File: src/rtl/wdog_key.sv
module wdog_key #(
  parameter int CNT_W = 32,
  parameter int THR_W = 24,
  parameter int STRETCH = 16,
  parameter logic [31:0] PRESET_INIT = 32'h0000_FFFF
) (
  input  logic        clk,
  input  logic        rst_n,
  input  logic        wr_en,
  input  logic [1:0]  wr_addr,
  input  logic [31:0] wr_data,
  input  logic [1:0]  rd_addr,
  output logic [31:0] rd_data,
  output logic        nmi_n,
  output logic        wdx_n
);
  localparam int SW = $clog2(STRETCH + 1);
  localparam logic [1:0] KEY_A = 2'b01;
  localparam logic [1:0] KEY_B = 2'b10;

  logic             en, nmi_st, wdx_st;
  logic [CNT_W-1:0] cnt, preset;
  logic [THR_W-1:0] thr;
  logic [SW-1:0]    str_q;
  logic             en_arm, svc_arm;

  wire wr_enk = wr_en && wr_addr == 2'd0;
  wire wr_svk = wr_en && wr_addr == 2'd1;
  wire en_fire  = wr_enk && wr_data[1:0] == KEY_B && en_arm;
  wire svc_fire = wr_svk && wr_data[1:0] == KEY_B && svc_arm;
  wire [CNT_W-1:0] thr_ext = CNT_W'(thr);

  always_ff @(posedge clk or negedge rst_n)
    if (!rst_n) begin
      en_arm  <= 1'b0;
      svc_arm <= 1'b0;
    end else begin
      if (wr_enk) en_arm  <= wr_data[1:0] == KEY_A;
      if (wr_svk) svc_arm <= wr_data[1:0] == KEY_A;
    end

  always_ff @(posedge clk or negedge rst_n)
    if (!rst_n) begin
      preset <= CNT_W'(PRESET_INIT);
      thr    <= '0;
    end else if (wr_en) begin
      if (wr_addr == 2'd2) preset <= wr_data[CNT_W-1:0];
      if (wr_addr == 2'd3) thr    <= wr_data[THR_W-1:0];
    end

  always_ff @(posedge clk or negedge rst_n)
    if (!rst_n) begin
      en     <= 1'b0;
      cnt    <= CNT_W'(PRESET_INIT);
      nmi_st <= 1'b1;
      wdx_st <= 1'b1;
    end else if (en_fire || !en || svc_fire) begin
      if (en_fire) en <= ~en;
      cnt    <= preset;
      nmi_st <= 1'b1;
      wdx_st <= 1'b1;
    end else begin
      if (cnt != '0)      cnt    <= cnt - 1'b1;
      if (cnt == thr_ext) nmi_st <= 1'b0;
      if (cnt == '0)      wdx_st <= 1'b0;
    end

  always_ff @(posedge clk or negedge rst_n)
    if (!rst_n)            str_q <= SW'(STRETCH);
    else if (str_q != '0)  str_q <= str_q - 1'b1;

  assign nmi_n = nmi_st;
  assign wdx_n = wdx_st && str_q == '0;

  always_comb
    case (rd_addr)
      2'd0:    rd_data = {en, wdx_st, nmi_st, 29'b0};
      2'd1:    rd_data = 32'(cnt);
      2'd2:    rd_data = 32'(preset);
      default: rd_data = 32'(thr);
    endcase

  p_stretch_r2: assert property (@(posedge clk) disable iff (!rst_n)
    str_q != '0 |-> !wdx_n);
  p_toggle_r3: assert property (@(posedge clk) disable iff (!rst_n)
    en_fire |=> en != $past(en));
  p_off_idle_r5: assert property (@(posedge clk) disable iff (!rst_n)
    !en && !en_fire |=> cnt == $past(preset) && nmi_n && wdx_st);
  p_dec_r6: assert property (@(posedge clk) disable iff (!rst_n)
    en && !en_fire && !svc_fire && cnt != '0 |=> cnt == $past(cnt) - 1'b1);
  p_floor_r6: assert property (@(posedge clk) disable iff (!rst_n)
    en && !en_fire && !svc_fire && cnt == '0 |=> cnt == '0);
  p_sticky_r9: assert property (@(posedge clk) disable iff (!rst_n)
    en && !en_fire && !svc_fire && !wdx_st |=> !wdx_st && !wdx_n);
  p_svc_r10: assert property (@(posedge clk) disable iff (!rst_n)
    svc_fire && en |=> nmi_n && wdx_st && cnt == $past(preset));
endmodule

File: config.mk
export PLATFORM = sky130hd
export DESIGN_NAME = wdog_key
export DESIGN_NICKNAME = d
export VERILOG_FILES = /design/src/rtl/wdog_key.sv
export SDC_FILE = /design/constraint.sdc
export NUM_CORES = 1
export LEC_CHECK = 0
export ABC_AREA = 1
export BUFFER_PORTS_ARGS = -buffer_cell sky130_fd_sc_hd__buf_2
export CAP_MARGIN = 20
export CORE_MARGIN = 8
export CORE_UTILIZATION = 39
export DETAILED_ROUTE_END_ITERATION = 10
export GPL_TIMING_DRIVEN = 0
export SLEW_MARGIN = 0
export SYNTH_ARGS = -nofsm -noshare
export SYNTH_HDL_FRONTEND = slang
export SYNTH_SLANG_ARGS = --single-unit
File: constraint.sdc
create_clock -name clk -period 2 [get_ports clk]
set_input_delay 0.3 -clock clk [delete_from_list [all_inputs] [get_ports clk]]
set_output_delay 0.3 -clock clk [all_outputs]
set_load 0.02 [all_outputs]
==> impl_metrics.toml <==
[drt]
ant_nets = 0
wl_um = 16990
detail_route.wl_per_cell_um = 16.03
drcViolationCount = 0
num_vias = 5246
drt-pass1-iter-count = 5
via_per_inst = 4.949
drt_iter0_drc = 545

[clocking]
cts_tree = "done"
clk_latency_ns = 0.35
cts.sinks = 98
cts_buffers = 9
postCtsSetupBuffers = 0
cts.path.max_buffers = 2
clockRootBuffer = "clkbuf_16"
clkSlewWorstSetupHoldPaths_ns = 0.06
h-tree-depth = 3

[place]
pre_cts_ws_ns = -0.1771
portBuffers = 72
place.detailed.hpwl_um = 13080
gp_congestion = 0.9529
dp_cells = 1044

[layout]
antenna_cells = 0
final-instance-count-excl-fill = 1060
layout.nets = 912
num-fill-cells = 1519
ff_latch_area_sq_um = 2496
multi_input_area_sq_um = 2724
syn_to_final_growth_pct = 17.07
drive_gt1_frac = 0.2215

[power_and_ir_drop]
swShare = 0.4203
p_switching_mw = 3.587
pwr-share-seq = 0.379
vdd_ir_drop_max_v = 0.0005762
p_int_mw = 4.947
combPwrFrac = 0.397
cellLeakagePower_nw = 3.415
p_per_area_nw_per_um2 = 1262
clock_power_share = 0.224

[floorplanning]
fp.dieArea_sq_um = 18960
start_util = 0.3988
die_w_um = 137.7
die_h_um = 137.7
io_pins = 73
core-area_sq_um = 14480
row_count = 44

[run_status]
status = "complete, no violations"

[global_route]
grt_pass1_wl_um = 26970
use_met3 = 0.03720
grt_max_degree = 66
met1_usage = 0.2548
gr-usage-met2 = 0.2921
grt-ovfl-total = 0
track_usage = 0.1872
grt_pass1_vias = 5015
antenna_found_initial = 0
busiest_layer = "met2"

[logic_synthesis]
synth_area_per_cell_sq_um = 7.337
ys_ff_latch = 98
ys_seq_area_frac = 0.4323
yosysTopAreaCell = "dfrtp_1"
netlist_area_sq_um = 5774
syn_nets = 828
syn_inst = 787
synth.top_cells.by_area = "dfrtp_1 27%, nand2_1 18%, dfstp_2 16%"
synth.top_cell.area_share = 0.2730
yosys_warnings = 0
ys_types = 35

[sta]
worstMarginPinSlew_ns = 0.6289
finClkSkew_ns = 0.007320
setup_slack_ns = 0.1132
setup_viol = 0
timing.fmax_mhz = 530.0
rsz0062_at_grt = "no"
slew_viol_final = 0
slew_headroom = 0.5807
final_hold_viol_count = 0
min_period_over_period = 0.9434
period_minus_slack_ns = 1.887

[critical_path]
r2r_end = "cnt[29]$_DFFE_PN0P_"
cp_max_fo = 10
reg2reg_slack_ns = 0.15
rr_startpoint = "cnt[1]$_DFFE_PN1P_"
worstPathRequired_ns = 1.70
worstSetupPathType = "primary input to primary output"
crit_path_end_kind = "primary output"
cp.arrival_ns = 1.59
worstRegToRegCells = 8
start_kind = "primary input"

[job]
maxCapViolations = 0

[min_path]
holdCritStartpoint = "wr_data[24]"
hold_path.class = "primary input to flip-flop"
hold_depth = 2
whs_endpoint = "preset[24]$_DFFE_PN0P_"
## critical path: stages
cell	delay [ns]
buf_2	0.15
nand2_1	0.20
clkbuf_2	0.32
o221ai_1	0.37
buf_2	0.24
## synthesized netlist by cell type, drive strengths merged
cell / count
nand2: 282
inv: 117
nor2: 84
o21ai: 82
dfrtp: 63
nand3: 36
dfstp: 35
o221ai: 23
clkbuf: 15
xor2: 12
buf: 8
mux2: 8
nand4: 5
o211ai: 4
nor3: 3
xnor2: 3
a21oi: 2
ha: 2
clkinv: 1
nand3b: 1
o21bai: 1
## timing repair
item,4_1_cts,5_1_grt
setup endpoints to repair,13,39
hold buffers,1,0
gates resized for setup,3,12
endpoints found under the hold margin,14,0
## stage by stage
| step | utilization | hold WS (ns) | setup TNS, ns | instance area, sq um | total power [mW] |
|---|---|---|---|---|---|
| global placement | 0.4396 | 0.4470 | -29.89 | 6365 | 6.566 |
| floorplan | - | 0.004409 | 0 | 5774 | 5.580 |
| CTS | 0.4654 | 0.1660 | 0 | 6739 | 8.534 |
| detailed placement | 0.4417 | 0.2849 | -1.274 | 6395 | 6.598 |
| finish | 0.4669 | 0.1768 | 0 | 6760 | 8.533 |
| global route | 0.4669 | 0.1731 | 0 | 6760 | 9.155 |
## area by class of cell
type                    instances  share of cell area
clock buffers                  13             0.04312
plain buffers                  22             0.01943
well taps                     184             0.03406
flip-flops and latches         98              0.3692
repair buffers                 74             0.05923
clock inverters                 3            0.006108
multi-input cells             548              0.4029
inverters                     118             0.06589
## metal layers
metal  routed length [um]  up-vias  share of wire
li1                     -     2646              -
met1                 7975     2448           0.47
met2                 7813      132           0.46
met3                  944       20          0.056
met4                  259        0          0.015
met5                    0        -              0
## sequential cells by signal (all words and copies together), names as in the netlist
register and cells:
cnt 32, thr 24, en 1, en_arm 1, preset 32, nmi_n 1
svc_arm 1, str_q 5, wdx_st 1
## kinds of logic (layout without fill, tap and decap cells)
family	count (synthesis)	in the layout	synth area share
AOI/OAI and AO/OA	112	112	0.1142
xor gates and xnor gates	15	15	0.02275
adders and majority gates	2	2	0.004333
buffers and inverters	141	230	0.09902
DFF	98	98	0.4323
muxes	8	8	0.01560
and+or+nand+nor	411	411	0.3118
## cells in the final DEF (no fill, tap or decap), types with 2 or more instances in the layout
cell type,instances
nor2_4,3
nor2_2,9
o221ai_1,23
dfstp_2,35
clkbuf_8,3
buf_4,3
clkbuf_2,6
buf_2,73
o21ai_1,14
clkbuf_16,10
mux2_2,8
nand4_1,5
nand3_1,21
nand3_2,15
nand2_2,9
inv_2,4
xnor2_1,3
nand2_4,3
o211ai_1,4
nor2_1,70
inv_1,113
inv_4,2
nor3_2,2
nand2_1,270
clkbuf_1,9
dfrtp_1,63
o21ai_0,68
a21oi_1,2
nor2_8,2
xor2_1,12
buf_6,2
## worst max path at each step
stage	startpoint	end	slack (ns)	cells after the start
after floorplan	rd_addr[0]	rd_data[24]	0.34	5
after detailed placement	rd_addr[0]	rd_data[20]	-0.18	8
final	rd_addr[1]	rd_data[23]	0.11	5
after global placement	rst_n	str_q[1]$_DFFE_PN0P_	-0.46	1
after CTS	cnt[1]$_DFFE_PN1P_	cnt[22]$_DFFE_PN0P_	0.02	9
after global routing	cnt[1]$_DFFE_PN1P_	cnt[29]$_DFFE_PN0P_	0.002	8
## power groups by stage
stage | clock, mW | sequential, mW | combinational, mW
floorplan | 0 | 3.07 | 2.51
global placement | 0 | 3.24 | 3.32
detailed placement | 0 | 3.24 | 3.35
CTS | 1.95 | 3.22 | 3.37
global route | 2.03 | 3.31 | 3.82
finish | 1.91 | 3.23 | 3.39
Power figures use the tool's default switching activity.
